File: src/rtl/fcfs_pkg.sv
// Package: shared constants and types for the arrival-order arbiter.
// Assumes a fixed count of four requesting ports.
package fcfs_pkg;
    localparam int unsigned ARB_PORTS = 4;
    localparam int unsigned IDX_W     = $clog2(ARB_PORTS);
    localparam int unsigned PCNT_W    = $clog2(ARB_PORTS + 1);

    typedef logic [IDX_W-1:0]  port_idx_t;
    typedef logic [PCNT_W-1:0] push_cnt_t;
endpackage

File: src/rtl/fcfs_enq_pack.sv
// Module: fcfs_enq_pack
// Turns the vector of ports accepted this edge into a compact list of port
// numbers in ascending order, plus a count. Slot 0 holds the lowest
// accepted port. Assumes the store writes slots 0..count-1 in order.
module fcfs_enq_pack
    import fcfs_pkg::*;
(
    input  logic [ARB_PORTS-1:0]                accepted,
    output port_idx_t [ARB_PORTS-1:0]           slots,
    output push_cnt_t                           push_cnt
);
    localparam int unsigned SLOT_W = $clog2(ARB_PORTS);

    // Purpose: walk ports low to high and append each accepted one.
    always_comb begin
        logic [PCNT_W-1:0] n;
        n     = '0;
        slots = '0;
        for (int i = 0; i < ARB_PORTS; i++) begin
            if (accepted[i]) begin
                slots[n[SLOT_W-1:0]] = port_idx_t'(i);
                n = n + 1'b1;
            end
        end
        push_cnt = n;
    end
endmodule

File: src/rtl/fcfs_order_store.sv
// Module: fcfs_order_store
// Circular buffer of port numbers. It can write up to NPUSH entries and
// read one entry per edge. Assumes DEPTH is a power of two, and that the
// caller never pushes more than the free room allows.
module fcfs_order_store
    import fcfs_pkg::*;
#(
    parameter int unsigned DEPTH = 8
) (
    input  logic                      clk,
    input  logic                      rst_n,
    input  push_cnt_t                 push_cnt,
    input  port_idx_t [ARB_PORTS-1:0] push_data,
    input  logic                      pop,
    output port_idx_t                 head,
    output logic [$clog2(DEPTH+1)-1:0] occ
);
    localparam int unsigned PTR_W = $clog2(DEPTH);
    localparam int unsigned OCC_W = $clog2(DEPTH + 1);

    port_idx_t        mem [DEPTH];
    logic [PTR_W-1:0] wr_ptr;
    logic [PTR_W-1:0] rd_ptr;

    // Purpose: write the packed slots at consecutive positions from wr_ptr.
    always_ff @(posedge clk) begin
        for (int k = 0; k < ARB_PORTS; k++) begin
            if (PCNT_W'(k) < push_cnt) begin
                mem[wr_ptr + PTR_W'(k)] <= push_data[k];
            end
        end
    end

    // Purpose: advance the pointers and the occupancy count.
    always_ff @(posedge clk) begin
        if (!rst_n) begin
            wr_ptr <= '0;
            rd_ptr <= '0;
            occ    <= '0;
        end else begin
            wr_ptr <= wr_ptr + PTR_W'(push_cnt);
            if (pop) begin
                rd_ptr <= rd_ptr + 1'b1;
            end
            occ <= occ + OCC_W'(push_cnt) - OCC_W'(pop);
        end
    end

    // Purpose: present the oldest entry.
    assign head = mem[rd_ptr];
endmodule

File: src/rtl/fcfs_port_credit.sv
// Module: fcfs_port_credit
// Keeps one count per port of the requests still waiting for a grant, and
// reports which ports are under their limit. Assumes a grant of port p
// retires exactly one waiting request of p.
module fcfs_port_credit
    import fcfs_pkg::*;
#(
    parameter int unsigned PORT_LIMIT = 3
) (
    input  logic                      clk,
    input  logic                      rst_n,
    input  logic [ARB_PORTS-1:0]      accepted,
    input  logic                      pop,
    input  port_idx_t                 pop_idx,
    output logic [ARB_PORTS-1:0]      under_limit,
    output logic [ARB_PORTS-1:0][$clog2(PORT_LIMIT+1)-1:0] pend
);
    localparam int unsigned CW = $clog2(PORT_LIMIT + 1);

    for (genvar p = 0; p < ARB_PORTS; p++) begin : g_port
        logic inc;
        logic dec;
        assign inc = accepted[p];
        assign dec = pop && (pop_idx == port_idx_t'(p));

        // Purpose: count waiting requests of this port.
        always_ff @(posedge clk) begin
            if (!rst_n) begin
                pend[p] <= '0;
            end else if (inc && !dec) begin
                pend[p] <= pend[p] + 1'b1;
            end else if (dec && !inc) begin
                pend[p] <= pend[p] - 1'b1;
            end
        end

        assign under_limit[p] = (pend[p] < CW'(PORT_LIMIT));
    end
endmodule

File: src/rtl/fcfs_arb4.sv
// Module: fcfs_arb4 (top)
// Arbiter for four ports that grants in arrival order. Ports accepted on the
// same edge are ordered by port number. Input acceptance is gated by store
// room (room for all ports at once) and a per-port waiting limit.
// Assumes DEPTH is a power of two and at least ARB_PORTS.
module fcfs_arb4
    import fcfs_pkg::*;
#(
    parameter int unsigned DEPTH      = 8,
    parameter int unsigned PORT_LIMIT = 3
) (
    input  logic       clk,
    input  logic       rst_n,
    input  logic [3:0] in_valid,
    output logic [3:0] in_ready,
    output logic       out_valid,
    input  logic       out_ready,
    output logic [1:0] out_idx
);
    localparam int unsigned OCC_W = $clog2(DEPTH + 1);
    localparam int unsigned CW    = $clog2(PORT_LIMIT + 1);
    localparam int unsigned ROOM_MAX = DEPTH - ARB_PORTS;

    logic [ARB_PORTS-1:0]         accepted;
    port_idx_t [ARB_PORTS-1:0]    slots;
    push_cnt_t                    push_cnt;
    logic                         pop;
    port_idx_t                    head;
    logic [OCC_W-1:0]             occ;
    logic                         room_ok;
    logic [ARB_PORTS-1:0]         under_limit;
    logic [ARB_PORTS-1:0][CW-1:0] pend;

    // Purpose: input handshakes and output retirement.
    assign room_ok   = (occ <= OCC_W'(ROOM_MAX));
    assign in_ready  = {ARB_PORTS{room_ok}} & under_limit;
    assign accepted  = in_valid & in_ready;
    assign out_valid = (occ != '0);
    assign pop       = out_valid && out_ready;
    assign out_idx   = head;

    fcfs_enq_pack u_pack (
        .accepted (accepted),
        .slots    (slots),
        .push_cnt (push_cnt)
    );

    fcfs_order_store #(.DEPTH(DEPTH)) u_store (
        .clk       (clk),
        .rst_n     (rst_n),
        .push_cnt  (push_cnt),
        .push_data (slots),
        .pop       (pop),
        .head      (head),
        .occ       (occ)
    );

    fcfs_port_credit #(.PORT_LIMIT(PORT_LIMIT)) u_credit (
        .clk         (clk),
        .rst_n       (rst_n),
        .accepted    (accepted),
        .pop         (pop),
        .pop_idx     (head),
        .under_limit (under_limit),
        .pend        (pend)
    );
endmodule

File: config.mk
export PLATFORM = sky130hd
export DESIGN_NAME = fcfs_arb4
export DESIGN_NICKNAME = d
export VERILOG_FILES = /design/src/rtl/fcfs_pkg.sv /design/src/rtl/fcfs_enq_pack.sv /design/src/rtl/fcfs_order_store.sv /design/src/rtl/fcfs_port_credit.sv /design/src/rtl/fcfs_arb4.sv
export SDC_FILE = /design/constraint.sdc
export NUM_CORES = 1
export LEC_CHECK = 0
export BUFFER_PORTS_ARGS = -buffer_cell sky130_fd_sc_hd__buf_2
export CAP_MARGIN = 20
export CORE_UTILIZATION = 45
export DETAILED_ROUTE_END_ITERATION = 12
export PLACE_DENSITY_LB_ADDON = 0.2
export SKIP_LAST_GASP = 1
export SLEW_MARGIN = 10
export SYNTH_ARGS = -nofsm -noshare
export SYNTH_HDL_FRONTEND = slang
export SYNTH_SLANG_ARGS = --single-unit
File: constraint.sdc
create_clock -name clk -period 13.7 [get_ports clk]
set_input_delay 0.685 -clock clk [delete_from_list [all_inputs] [get_ports clk]]
set_output_delay 0.685 -clock clk [all_outputs]
set_load 0.005 [all_outputs]
---- Yosys cells after proc, flatten, opt, wreduce, memory -nomap -nowiden ----
Memory sizes are Yosys's and may differ from the RTL's. A register that Yosys moved wholly into a read port is not among the register bits.
Cells that the tools add are included.
storage, ports and cells
  logic and storage cells ................. 111
  bits in writable memories ............... 16
  register bits after elaboration ......... 18
  memories ................................ 1
  output and inout port bits .............. 7
  input port bits ......................... 7
memories
  memory       depth  width  rd ports  clocked after Yosys merged registers in  write ports  RTL line                text
  u_store.mem  8      2      1         1                                        4            fcfs_order_store.sv:21  port_idx_t mem [DEPTH];
cells by class
  reductions and logical operators ........ 30
  mux-type cells .......................... 31
  magnitude comparators ................... 15
  add/sub/neg operators ................... 18
  bitwise gates (word level) .............. 6
  eq/ne operators ......................... 3
operators with widths
  cell                                                             count
  two-way mux 2 bit                                                11
  logical AND 1 bit                                                16
  two-way mux 8 bit                                                2
  two-way mux 3 bit                                                5
  adder 3 x 1 -> 3 bit (second input constant)                     4
  bitwise AND 4 bit                                                3
  demux 2 bit (select 2 bit)                                       3
  two-way mux 1 bit                                                9
  adder 2 x 1 -> 2 bit (second input constant)                     4
  logical NOT 1 bit                                                8
  less-than comparator 2 bit (second input constant)               4
  bitwise OR 8 bit                                                 1
  nonzero test 2 bit                                               4
  subtractor 2 x 1 -> 2 bit (second input constant)                4
  two-way mux 7 bit                                                1
  adder 3 x 2 -> 3 bit (second input constant)                     2
  less-than comparator 1 x 3 -> 1 bit (first input constant)       2
  less-than comparator 2 x 3 -> 1 bit (first input constant)       2
  less-than comparator 2 x 3 -> 1 bit (second input constant)      2
  adder 4 x 3 -> 4 bit                                             1
  == test 2 bit (second input constant)                            2
  >= comparator 2 x 1 -> 1 bit (second input constant)             2
  less-or-equal comparator 4 x 3 -> 1 bit (second input constant)  1
  NOT 4 bit                                                        1
  other kinds (9)                                                  9

---- Logic depth before layout (Yosys ltp) ----
  depth in word-level cells ............... 15
  mapped depth ............................ 22
  mapped depth without buffers ............ 20

---- Hierarchy ----
Synthesis repeated with hierarchy kept, for this count alone.
unflattened totals
  cells, all modules ...................... 305
  area, all modules ....................... 2932.8 um^2
by module, submodules not included
  module            cells each  times used  sequential area each (um^2)  area an instance (um^2)
  fcfs_order_store  206         1           740.7                        2102.0
  fcfs_port_credit  44          1           160.2                        424.2
  fcfs_enq_pack     39          1           0.0                          302.8
  fcfs_arb4         16          1           0.0                          103.8

---- Worst setup path after synthesis ----
No wires, ideal clock.
  path kind ............................... register to register
  start point ............................. register u_store.occ[1]
  end point ............................... register u_store.occ[3]
  setup time .............................. 0.115 ns
  data arrival time ....................... 4.440 ns
  path buffers ............................ 2
  required time ........................... 13.585 ns
  clock period less this slack ............ 4.555 ns
  path slack .............................. 9.145 ns
  cell stages (with the launch flop) ...... 23
  path through ............................ dfxtp_1 o21a_1 or2_2 clkbuf_1 a21oi_1 and2_1 inv_1 ha_1 or4_4 nand2_1 ha_1 inv_1 ha_1 and2_1 o21a_1 clkbuf_1 inv_1 ha_1 inv_1 ha_1 a21oi_1 xnor2_1 and2_1
between the ends
  longest elaborated chain between the ends .. 12
  elaborated cells on any way between the ends .. 14
  those cells by class .................... 5 x add/sub; 1 x order compare; 4 x mux; 2 x bitwise; 2 x reduce/logical
ends and longest elaborated chain
  element                                      RTL line                text
  start, declared                              fcfs_order_store.sv:16  output logic [$clog2(DEPTH+1)-1:0] occ
  start signal, assigned                       fcfs_order_store.sv:45  occ <= occ + OCC_W'(push_cnt) - OCC_W'(pop);
  less-or-equal comparator 4 x 3 -> 1 bit (*)  fcfs_arb4.sv:35         assign room_ok = (occ <= OCC_W'(ROOM_MAX));
  bitwise AND 4 bit (*)                        fcfs_arb4.sv:36         assign in_ready = {ARB_PORTS{room_ok}} & under_limit;
  named net in_ready[0]                        fcfs_arb4.sv:15         output logic [3:0] in_ready,
  bitwise AND 4 bit (*)                        fcfs_arb4.sv:37         assign accepted = in_valid & in_ready;
  two-way mux 1 bit (*)                        fcfs_enq_pack.sv:20     if (accepted[i]) begin
  adder 1 x 1 -> 2 bit                         fcfs_enq_pack.sv:22     n = n + 1'b1;
  two-way mux 3 bit (*)                        fcfs_enq_pack.sv:20
  adder 3 x 1 -> 3 bit                         fcfs_enq_pack.sv:22
  two-way mux 3 bit (*)                        fcfs_enq_pack.sv:20
  adder 3 x 1 -> 3 bit                         fcfs_enq_pack.sv:22
  two-way mux 3 bit (*)                        fcfs_enq_pack.sv:20
  adder 4 x 3 -> 4 bit (*)                     fcfs_order_store.sv:45
  subtractor 4 x 1 -> 4 bit (*)                fcfs_order_store.sv:45
The timed path passes the listed nets; every way through them passes the cells marked *.
A chain may end at the register's enable or synchronous reset.

==> impl_results.md <==
- Status: complete, no violations
- Reg2reg start: u_store.occ[1]
- Top cell type's share of synthesized area: 16.4%
- Critical path startpoint category: flip-flop
- Vias in the first global route: around 2.4k
- RSZ-0062 raised after global routing: no
- Pint: between 0.4 and 0.5 mW
- Sequential power share: about a quarter
- Critical-path maximum fanout: 13
- R2R depth: 16
- Vias: between 2k and 3k
- Worst Skew: about 0.009 ns
- Leak: between 1 and 1.5 nW
- Post-Route WL: roughly 7400 um
- Synth cell count leaders: nand2_1, ha_1, o21ai_0
- Number of setup buffers added after CTS: 0
- Multi-input gate area: between 1500 and 2000 sq um
- Longest Clk Path Bufs: 2
- Relative slew slack: around two fifths
- Critical Path AT: 4.84 ns
- Hold Crit Endpoint: u_credit.pend[3]
- Utilization after layout: 50.4%
- IO Pins: 14
- Rows: 29
- Syn_nets: 366
- Grt total ovfl: 0
- Mapped cell area: between 2000 and 3000 sq um
- Worst hold path class: reg -> reg
- CP Cell Sequence: o21a_1 > or2_2 > a21oi_1 > and2_1 > inv_1 > ha_1 > or4_4 > nand2_1 > ha_1 > inv_1 > ha_1 > nor2_1 > nand2_1 > o211ai_1 > a31oi_1 > a311o_2
- Post-route minimum period: ~4.8 ns
- FF-to-FF setup slack: ~8.9 ns
- Share of cells above drive strength 1: between 10% and 20%
- Core ar.: around 6300 sq um
- # fillers: just over 600
- Min-delay src: u_credit.pend[3]
- Remaining antenna violation count: 0
- Clk slew on worst S/H paths: 0.08 ns
- CP max stage delay: about 0.53 ns
- Initial antenna violation count: 0
- Post-synth EDFFs: 16
- CTS buffer count: 5
- Clock power frac: 11.9%
- Async SR Flop Fraction: 0%
- Final Hold Fails: 0
- Worst Hold Depth: 2
- FF-to-FF End: u_store.mem[6][0]
- Top cells by area, synth: edfxtp_1, dfxtp_1, ha_1, o21ai_0, nand2_1
- Syn avg cell area: around 8.8 sq um
- Routed wire per std cell: 17.5 um
- Post-DP HPWL: approximately 5500 um
- Seq/Total Area, Yosys: 30.7%
- Max Clk Rate: 209 MHz
- Synth Warn #: 0
- Nets: approximately 380
- Worst-Margin Slew: ~0.9 ns
- Main synth FF type: dfxtp_1
- Largest net degree at the start of global routing: 20
- Period utilisation layout: roughly a third
- Distinct cells, synth: a little over 50
- Register Area: between 900 and 1000 sq um
- Vert. Die Dim: 82.7 um
- Crit path buffers/inverters: 2
- Synthesized instance count: ~330
- Drc violations: 0
- First-pass GRT wire length: about 12000 um
- Starting density of the core: between 40 and 50%
- Clock root cell: clkbuf_8
- Vias/cell: between 6 and 7
- Switch Pwr: 0.403 mW
- IO buf count: 13
- CTS tree: built
- Die ar.: ~7000 sq um
- Clk sink count: 37
- Clock latency on the worst-skew pair: approximately 0.30 ns
- Worst Setup End Kind: flip-flop
- Required time of the critical path: between 10 and 15 ns
- Area growth from synthesis to final layout: 8.67%
- Critical path's slowest cell: or4_4
- Maxcap violations: 0
- #FFs+latches synth: 37
- Most common cell in the synthesized netlist: nand2_1
- Cell repeated most along the worst path: ha_1
- Final setup viols: 0
- Count of hold-fix buffers inserted at cts: 0
- Chip Width: around 83 um
- CTS HTree Levels: 2
- Pre-Repair DR Iteration Count: 5
- Top cell family by delay on the critical path: compound AO/OA/AOI/OAI gates
- Pwr per Cell Area: roughly 270 nW/um^2
- Setup_tns: 0 ns
- Post-CTS Resized: 0
- Logic pwr share: 63.4%
- Ant diodes: 0
- Switching Share: between 40 and 50%
- Final Slew Violations: 0
- Setup CP Type: reg -> reg
- GP Congestion: 0.942
- Iter 0 DRT Violations: approximately 320
- GRT Resource Usage Total: 23.4%
- Worst vdd ir: 0.143 mV
- Post-synth top area cell: edfxtp_1
worst register-to-register path, cell delays in order, from the launching register on:
cell      delay [ns]
dfxtp_1         0.34
o21a_1          0.25
or2_2           0.41
a21oi_1         0.17
and2_1          0.28
inv_1           0.12
ha_1            0.24
or4_4           0.54
nand2_1         0.13
ha_1            0.17
inv_1           0.06
ha_1            0.29
nor2_1          0.15
nand2_1         0.07
o211ai_1        0.41
a31oi_1         0.41
a311o_2         0.51
logic make-up (layout without fill, tap and decap cells):
kind of cell | Yosys count | after routing | share of synthesized area (%)
buf+inv | 32 | 45 | 4.23
mux | 7 | 7 | 4.14
simple gates | 104 | 104 | 18.0
xor+xnor | 21 | 21 | 6.28
compound gates | 106 | 106 | 24.7
fa+ha+maj | 26 | 26 | 11.9
flops | 37 | 37 | 30.7
state kept, by name (all words and copies together) (netlist names), named ones only:
signal	count
u_store.wr_ptr	3
u_store.mem	16
u_store.rd_ptr	3
u_store.occ	4
u_credit.pend	8
cells in the final DEF, fill, tap and decap left out, types with 6 or more instances in the layout:
| cell | instances |
|---|---|
| nand2_1 | 30 |
| o21ai_0 | 23 |
| ha_1 | 23 |
| inv_1 | 21 |
| dfxtp_1 | 21 |
| nand3_1 | 19 |
| a21oi_1 | 18 |
| edfxtp_1 | 16 |
| nor2_1 | 15 |
| and2_1 | 14 |
| o22ai_1 | 14 |
| buf_2 | 13 |
| xnor2_1 | 12 |
| xor2_1 | 9 |
| o221ai_1 | 9 |
| a21boi_0 | 8 |
| o22a_1 | 6 |
| clkbuf_8 | 6 |
through the flow:
step / area, sq um / setup WS [ns] / total power, mW / cells / hold WS, ns
finish: 3180 / 8.92 / 0.857 / 423 / 0.503
global route: 3180 / 8.63 / 0.932 / 423 / 0.544
CTS: 3180 / 8.97 / 0.855 / 423 / 0.511
detailed placement: 3070 / 9.00 / 0.748 / 415 / 0.494
global placement: 3070 / 9.10 / 0.738 / 415 / 0.493
floorplan: 2930 / 9.15 / 0.615 / 333 / 0.465
final cells by class:
type                    instances  area share (%)
multi-input cells             264            59.8
clock inverters                 2            1.14
clock buffers                   6            2.59
inverters                      22            2.59
well taps                      77            3.03
repair buffers                 15            2.51
flip-flops and latches         37            28.3
worst max path at each step:
stage          slack [ns]  cells after the start           start           endpoint
6_report             8.92                     16  u_store.occ[1]  u_store.mem[6][0]
5_1_grt              8.63                     16  u_store.occ[1]  u_store.mem[6][0]
4_1_cts              8.97                     16  u_store.occ[1]  u_store.mem[6][0]
3_5_place_dp         9.00                     16  u_store.occ[1]  u_store.mem[6][1]
3_3_place_gp         9.10                     16  u_store.occ[1]  u_store.mem[6][0]
2_1_floorplan        9.15                     22  u_store.occ[1]     u_store.occ[3]
power groups by stage:
stage	registers [mW]	logic (mW)	clock network (mW)
after floorplan	0.196	0.419	0
after global placement	0.214	0.524	0
after detailed placement	0.216	0.533	0
after CTS	0.213	0.537	0.105
after global routing	0.218	0.606	0.108
final	0.212	0.543	0.102
per-layer routing:
metal	vias up	wire, um	global-route usage, %
met4	0	138	7.93
met3	17	621	4.95
met2	115	3260	36.0
met5	-	0	0
met1	1207	3360	32.2
li1	1260	-	-
No activity file was read; power rests on OpenSTA's default activity.
